### config.mk
export PLATFORM = sky130hd
export DESIGN_NAME = registered_bus_xcvr
export DESIGN_NICKNAME = d
export VERILOG_FILES = /design/src/rtl/xcvr_pkg.sv /design/src/rtl/xcvr_edge_detect.sv /design/src/rtl/xcvr_hold_reg.sv /design/src/rtl/xcvr_route.sv /design/src/rtl/registered_bus_xcvr.sv
export SDC_FILE = /design/constraint.sdc
export NUM_CORES = 1
export LEC_CHECK = 0
export BUFFER_PORTS_ARGS = -buffer_cell sky130_fd_sc_hd__buf_2
export CAP_MARGIN = 10
export CORE_AREA = 2 2 45 63
export CTS_CLUSTER_DIAMETER = 40
export DETAILED_ROUTE_END_ITERATION = 7
export DIE_AREA = 0 0 47 65
export PLACE_DENSITY_LB_ADDON = 0.12
export REMOVE_ABC_BUFFERS = 1
export SYNTH_ARGS = -nofsm -noshare
export SYNTH_HDL_FRONTEND = slang
export SYNTH_SLANG_ARGS = --single-unit
### constraint.sdc
create_clock -name clk -period 0.8 [get_ports clk]
set_input_delay 0.16 -clock clk [delete_from_list [all_inputs] [get_ports clk]]
set_output_delay 0.16 -clock clk [all_outputs]
set_load 0.02 [all_outputs]
### src/rtl/xcvr_pkg.sv
package xcvr_pkg;

    localparam int N_PORTS = 2;
    localparam int PORT_A  = 0;
    localparam int PORT_B  = 1;

    typedef enum logic [1:0] {
        DRIVE_NONE = 2'b00,
        DRIVE_A    = 2'b01,
        DRIVE_B    = 2'b10
    } drive_e;

    typedef enum logic {
        SRC_LIVE = 1'b0,
        SRC_HELD = 1'b1
    } src_e;

    typedef struct packed {
        logic en_n;
        logic a_to_b;
        src_e src_to_b;
        src_e src_to_a;
    } ctrl_t;

    function automatic drive_e decode_drive(input logic en_n, input logic a_to_b);
        if (en_n)
            return DRIVE_NONE;
        else if (a_to_b)
            return DRIVE_B;
        else
            return DRIVE_A;
    endfunction

endpackage

### src/rtl/xcvr_edge_detect.sv
module xcvr_edge_detect (
    input  logic clk,
    input  logic rst,
    input  logic strobe,
    output logic rise
);
    logic prev_q;

    always_ff @(posedge clk) begin
        if (rst)
            prev_q <= 1'b0;
        else
            prev_q <= strobe;
    end

    assign rise = strobe & ~prev_q;

    // a held strobe gives a single load pulse
    p_one_shot_r13: assert property (@(posedge clk) disable iff (rst)
        rise |=> !rise);

endmodule

### src/rtl/xcvr_hold_reg.sv
module xcvr_hold_reg #(
    parameter int WIDTH = 8
) (
    input  logic             clk,
    input  logic             rst,
    input  logic             load,
    input  logic [WIDTH-1:0] d,
    output logic [WIDTH-1:0] q
);
    always_ff @(posedge clk) begin
        if (rst)
            q <= '0;
        else if (load)
            q <= d;
    end

    // value kept when not loading
    p_hold_r2: assert property (@(posedge clk) disable iff (rst)
        !load |=> $stable(q));

    // loaded value is the sampled input
    p_load_r3: assert property (@(posedge clk) disable iff (rst)
        load |=> q == $past(d));

endmodule

### src/rtl/xcvr_route.sv
module xcvr_route
    import xcvr_pkg::*;
#(
    parameter int WIDTH = 8
) (
    input  ctrl_t            ctrl,
    input  logic [WIDTH-1:0] a_live,
    input  logic [WIDTH-1:0] b_live,
    input  logic [WIDTH-1:0] a_held,
    input  logic [WIDTH-1:0] b_held,
    output logic [WIDTH-1:0] a_word,
    output logic [WIDTH-1:0] b_word,
    output logic             a_drive,
    output logic             b_drive
);
    drive_e side;

    always_comb begin
        side    = decode_drive(ctrl.en_n, ctrl.a_to_b);
        a_drive = (side == DRIVE_A);
        b_drive = (side == DRIVE_B);
        b_word  = (ctrl.src_to_b == SRC_HELD) ? a_held : a_live;
        a_word  = (ctrl.src_to_a == SRC_HELD) ? b_held : b_live;
    end

endmodule

### src/rtl/registered_bus_xcvr.sv
module registered_bus_xcvr
    import xcvr_pkg::*;
#(
    parameter int WIDTH = 8
) (
    input  logic             clk,
    input  logic             rst,
    input  logic             en_n,
    input  logic             a_to_b,
    input  logic             b_src_held,
    input  logic             a_src_held,
    input  logic             a_strobe,
    input  logic             b_strobe,
    input  logic [WIDTH-1:0] a_in,
    output logic [WIDTH-1:0] a_out,
    output logic             a_oe,
    input  logic [WIDTH-1:0] b_in,
    output logic [WIDTH-1:0] b_out,
    output logic             b_oe
);
    logic [N_PORTS-1:0]            strobe_v;
    logic [N_PORTS-1:0]            load_v;
    logic [N_PORTS-1:0][WIDTH-1:0] live_v;
    logic [N_PORTS-1:0][WIDTH-1:0] held_v;
    ctrl_t                         ctrl;

    assign strobe_v[PORT_A] = a_strobe;
    assign strobe_v[PORT_B] = b_strobe;
    assign live_v[PORT_A]   = a_in;
    assign live_v[PORT_B]   = b_in;

    assign ctrl.en_n     = en_n;
    assign ctrl.a_to_b   = a_to_b;
    assign ctrl.src_to_b = src_e'(b_src_held);
    assign ctrl.src_to_a = src_e'(a_src_held);

    for (genvar p = 0; p < N_PORTS; p++) begin : g_port
        xcvr_edge_detect u_edge (
            .clk    (clk),
            .rst    (rst),
            .strobe (strobe_v[p]),
            .rise   (load_v[p])
        );

        xcvr_hold_reg #(.WIDTH(WIDTH)) u_hold (
            .clk  (clk),
            .rst  (rst),
            .load (load_v[p]),
            .d    (live_v[p]),
            .q    (held_v[p])
        );
    end

    xcvr_route #(.WIDTH(WIDTH)) u_route (
        .ctrl    (ctrl),
        .a_live  (a_in),
        .b_live  (b_in),
        .a_held  (held_v[PORT_A]),
        .b_held  (held_v[PORT_B]),
        .a_word  (a_out),
        .b_word  (b_out),
        .a_drive (a_oe),
        .b_drive (b_oe)
    );

    // never both ports driven
    p_oe_excl_r6: assert property (@(posedge clk) disable iff (rst)
        $onehot0({a_oe, b_oe}));

    // isolation releases both ports
    p_isolate_r5: assert property (@(posedge clk) disable iff (rst)
        en_n |-> (!a_oe && !b_oe));

    // A word captured on a strobe rise is forwarded to B in held mode
    p_fwd_ab_r10: assert property (@(posedge clk) disable iff (rst)
        (a_strobe && !$past(a_strobe)) |=> (!b_src_held || b_out == $past(a_in)));

    // B word captured on a strobe rise is forwarded to A in held mode
    p_fwd_ba_r10: assert property (@(posedge clk) disable iff (rst)
        (b_strobe && !$past(b_strobe)) |=> (!a_src_held || a_out == $past(b_in)));

endmodule

==> metrics, run 1 <==
Worst Path Required 640 ps; H-tree depth 1; initial core utilization 38.2%; Max Root-Sink Buffers 2; Worst-Skew Late Latency roughly 290 ps; clock sinks 18; CP Class reg2out; synth warn 0; startpoint types register; pin count of the biggest net entering global routing 35; CTS tree built; WP data arrival 1020 ps; failing checks negative setup slack; Hold Path Stages 3; Final Non-Filler Cells 185; crit path capture type primary output; Worst-path clk slew between 100 and 150 ps; Max IR drop VDD approximately 0.86 mV; GR Overflow Total 0; Reg2Reg Setup Slack -40 ps; hold path startpoint a_in[6]; Post-Place Cells roughly 180; vias in the first global route just under 1,000; MaxCap Viol Count 0; Die H 65 um; Setup Fix Bufs, Post-CTS 0; Avg Vias per Cell 4.90; r2r worst-path depth 2; CP Max Fanout 2; status finished, violations left; period utilization 147%; Max-slew headroom between 70% and 80%; DRT Wirelength 2390 um; dominant cells by area after synthesis dfxtp_1, mux2_2, nand4bb_1, nand2b_1, o21ai_1; Die ar. a little over 0.003 sq mm; commonest non-fill, non-tap cell in the layout buf_2; Layout Skew around 3.0 ps; Hold Path Class in2reg; Hold Path Sink g_port[0].u_hold.q[6]; Synth Cell Area roughly 970 sq um; final setup margin -377 ps; core box area roughly 0.0025 sq mm; final hold vios 0; number of synthesized register bits 18; Pre-antenna DRT Iters 5; fillers 224; P per Cell Area approximately 1400 mW/mm^2; Num CTS Buffers 3; Multi-input gate area about 700 sq um; port bufs 41; Slew @ Worst Pin about 450 ps; Worst R2R End g_port[0].u_hold.q[1]; Synth cell types 11; ANT cells 0; Seq/Total Area, Yosys between 30% and 40%; drt drc 0; share of the synthesized area in the top cell type 37.3%; most frequent cells in the layout buf_2, dfxtp_2, buf_6; Post-CTS Hold Fix Bufs 0; initial antenna violation count 0; Die Wd ~47 um; layout cells sized above 1 roughly three quarters; WL per Instance 12.9 um; DRT iter0 DRCs 3; Storage cell area 383 sq um; DP Wirelength 1570 um; Final Util a little over three fifths; Area Growth Syn to Fin 63.5%; synthesized instance count 93; Setup Viol. Count Final 32; setup_tns -6310 ps; Vias approximately 900; first-pass GRT wire length 4060 um; nets between 150 and 200; RSZ-0062 raised after global routing yes; GRT Util Overall 17.8%; num rows 22; Critical R2R Launch g_port[0].u_edge.prev_q; mean area per synthesized cell ~10 sq um; Final ANT Viol Nets 0; root buffer cell clkbuf_4; # IOs between 40 and 50; fmax roughly 850 MHz; Lkg Pwr between 0.7 and 0.8 nW; final worst path period need ~1200 ps; post-synth top area cell dfxtp_1; max-slew violation count 0; GPL Wtd Cong around 0.75
[registers in the layout, summed over array words and instances, names as in the netlist]
register / count
g_port.u_hold.q: 16
g_port.u_edge.prev_q: 2
[synthesized netlist by cell type]
master	number
nand2b_1	16
and2b_4	2
nand4bb_1	16
clkbuf_2	1
nor2b_1	3
mux2_2	16
nor2_1	1
clkbuf_1	1
buf_2	3
o21ai_1	16
dfxtp_1	18
[cell type report]
class	count	area share, %
repair buffers	57	27.1
multi-input cells	70	43.5
flip-flops and latches	18	24.2
clock buffers	4	2.29
well taps	36	2.85
[logic make-up (layout without fill, tap and decap cells)]
| logic type | after synthesis | count (layout) | share of synthesized area [%] |
|---|---|---|---|
| mux | 16 | 16 | 18.6 |
| compound gates | 16 | 16 | 8.28 |
| simple gates | 38 | 38 | 33.4 |
| flops | 18 | 18 | 37.3 |
| buf+inv | 5 | 61 | 2.46 |
[worst max-delay path, stage by stage (launching register included)]
cell and delay, ps:
dfxtp_2 340, mux2_4 260, buf_6 130
[per-layer routing]
metal	share of wire (%)	wire length, um	up-vias	GRT usage, %
li1	-	-	452	-
met1	41	979	426	20.8
met2	54	1290	27	31.3
met3	4.3	103	2	2.51
met4	0.71	17	0	6.25
met5	0	0	-	0
[through the flow]
step | area (sq um) | setup slack [ps] | total power, mW | hold WS, ps
finish | 1580 | -377 | 2.25 | 149
global route | 1580 | -430 | 2.39 | 141
CTS | 1540 | -388 | 2.25 | 136
detailed placement | 1310 | -237 | 1.53 | 455
global placement | 1310 | -226 | 1.52 | 439
floorplan | 943 | 12.4 | 1.27 | 232
[how the worst max path moves through the flow]
stage,start,endpoint,depth (start not counted)
floorplan,g_port[0].u_edge.prev_q,g_port[0].u_hold.q[0],2
global placement,b_src_held,b_out[0],3
detailed placement,a_src_held,a_out[1],3
CTS,g_port[1].u_hold.q[3],a_out[3],2
global route,g_port[1].u_hold.q[4],a_out[4],2
finish,g_port[1].u_hold.q[3],a_out[3],2
[what timing repair did]
item / 4_1_cts / 5_1_grt
setup endpoints to repair: 30 / 32
endpoints found under the hold margin: 0 / 0
pin swaps: 16 / 0
resized for setup: 69 / 10
[where the power goes]
part	switching, mW	internal, mW	leakage (nW)
registers	0.0270	0.960	0.155
clock network	0.290	0.277	0.0210
logic	0.300	0.400	0.528
Note: power is estimated with default switching activity, not from simulation.
==> run 2, diff against run 1 <==
--- a/config.mk
+++ b/config.mk
@@ -7,12 +7,13 @@
 export LEC_CHECK = 0
 export BUFFER_PORTS_ARGS = -buffer_cell sky130_fd_sc_hd__buf_2
 export CAP_MARGIN = 10
-export CORE_AREA = 2 2 45 63
+export CORE_AREA = 2 2 52 54
 export CTS_CLUSTER_DIAMETER = 40
 export DETAILED_ROUTE_END_ITERATION = 7
-export DIE_AREA = 0 0 47 65
+export DIE_AREA = 0 0 54 56
 export PLACE_DENSITY_LB_ADDON = 0.12
 export REMOVE_ABC_BUFFERS = 1
 export SYNTH_ARGS = -nofsm -noshare
 export SYNTH_HDL_FRONTEND = slang
 export SYNTH_SLANG_ARGS = --single-unit
+export TNS_END_PERCENT = 20
==> run 2 against run 1 <==
Net effect: the run still ends with negative setup slack left; final cell count is 2.7% lower; combinational power is 3% lower; clock skew is 4.3 ps higher; global-route usage is 1.2 points lower; first-iteration DRC count is 100% higher; sequential share of layout area is 0.71 points higher; power is 0.94% lower; maximum frequency is 0.67% lower; critical path depth stayed put; sequential cell count stayed put; die area is 1.0% lower; largest cell class unchanged.
==> metrics, run 2 (same netlist as run 1, synthesis figures left out) <==
Reg2Reg Setup Slack -30 ps; Max-slew headroom 72.0%; # IOs 42; Hold Path Class in2reg; drt drc 0; num rows 18; Worst-Skew Late Latency 300 ps; part of the power in registers between 40 and 50%; core box area around 0.0024 sq mm; Hold Path Sink g_port[0].u_hold.q[1]; startpoint types register; failing checks negative setup slack; WHS 130 ps; WL per Instance ~13 um; Internal Power 1.63 mW; DRT iter0 DRCs 6; CP Max Fanout 2; Layout Skew between 7 and 8 ps; H-tree depth 1; RSZ-0062 raised after global routing yes; Multi-input gate area 643 sq um; final setup margin -385 ps; root buffer cell clkbuf_4; commonest non-fill, non-tap cell in the layout buf_2; fillers 223; Largest register FFs 16; final worst path period need 1180 ps; top flop regs g_port.u_hold.q x16, g_port.u_edge.prev_q x2; Critical R2R Launch g_port[1].u_edge.prev_q; Hold Path Stages 3; Die Wd between 50 and 60 um; clock sinks 18; status finished, violations left; Setup Viol. Count Final 30; final hold vios 0; Worst-path clk slew between 100 and 150 ps; Net Sw Frac between 20% and 30%; Final ANT Viol Nets 0; WP data arrival 1020 ps; pin count of the biggest net entering global routing 35; initial antenna violation count 0; placed inst area approximately 0.0013 sq mm; layout cells sized above 1 between 60% and 70%; clock share of power around a quarter; GRT Util Overall between 15 and 20%; Worst Path Required roughly 640 ps; vias in the first global route 865; initial core utilization ~40%; Area Growth Syn to Fin 58.9%; first-pass GRT wire length about 3800 um; DP Wirelength 1610 um; CTS tree built; Design Power 2.23 mW; most frequent cells in the layout buf_2, dfxtp_2, buf_6; Avg Vias per Cell just over 5; Post-CTS Hold Fix Bufs 0; Num CTS Buffers 3; r2r worst-path depth 2; CP Class reg2out; crit path capture type primary output; DRT Wirelength 2340 um; GPL Wtd Cong 0.656; GR Overflow Total 0; combinational power share 30.4%; Design Area, Final roughly 0.0015 sq mm; dpl ws -240 ps; Worst R2R End g_port[1].u_hold.q[4]; Die H 56 um; period utilization 148%; Die ar. between 0.003 and 0.004 sq mm; Slew @ Worst Pin 420 ps; hold path startpoint a_in[1]; Final Util 63.2%; Biggest register g_port.u_hold.q; Vias 910; sw power 0.602 mW; max-slew violation count 0; Pre-antenna DRT Iters 4; fmax 844 MHz; Lkg Pwr a little under 0.7 nW; Storage cell area between 300 and 400 sq um; ANT cells 0; port bufs just over 40; Max IR drop VDD 1.13 mV; Max Root-Sink Buffers 2; nets between 150 and 200; MaxCap Viol Count 0; P per Cell Area between 1000 and 1500 mW/mm^2
run 2: changes by cell type in the layout (fill, tap and decap cells not counted), sizes merged:
| cell | delta |
|---|---|
| buf | +1 |
run 2: power by group through the flow:
stage | Sequential (mW) | Combinational, mW | Clock (mW)
5_1_grt | 0.995 | 0.728 | 0.622
3_3_place_gp | 0.992 | 0.521 | 0
6_report | 0.988 | 0.680 | 0.565
2_1_floorplan | 0.992 | 0.281 | 0
4_1_cts | 0.986 | 0.681 | 0.585
3_5_place_dp | 0.996 | 0.531 | 0
run 2: worst max-delay path by stage:
stage,cells past startpoint,from,endpoint,slack [ps]
floorplan,2,g_port[0].u_edge.prev_q,g_port[0].u_hold.q[0],10
global placement,3,a_src_held,a_out[5],-230
detailed placement,3,a_src_held,a_out[1],-240
CTS,2,g_port[0].u_hold.q[1],b_out[1],-390
global route,2,g_port[1].u_hold.q[4],a_out[4],-420
finish,2,g_port[0].u_hold.q[6],b_out[6],-380
run 2: cell type report:
type	instances	area share, %
clock buffer	4	2.36
tap	30	2.44
sequential	18	24.9
multi-input combinational	70	41.9
timing repair buffer	58	28.4
run 2: critical path, cell delays in order, from the launching register on:
cell,delay (ps)
dfxtp_2,340
mux2_4,260
buf_6,130
run 2: per-layer routing:
layer | vias up | routed length, um | GRT usage [%]
met4 | 0 | 9 | 3.21
met2 | 33 | 1180 | 27.2
met5 | - | 0 | 0
met1 | 419 | 991 | 21.3
met3 | 2 | 155 | 4.84
li1 | 456 | - | -
run 2: timing repair:
| item | 4_1_cts | 5_1_grt |
|---|---|---|
| setup endpoints to repair | 32 | 32 |
| buffers inserted | 2 | 0 |
| pin swaps | 0 | 3 |
| gates resized for setup | 64 | 3 |
run 2: metrics by stage:
stage	std cells	setup TNS, ps
detailed placement	174	-5230
CTS	180	-6330
floorplan	88	0
global placement	174	-4620
finish	180	-6160
global route	180	-7300
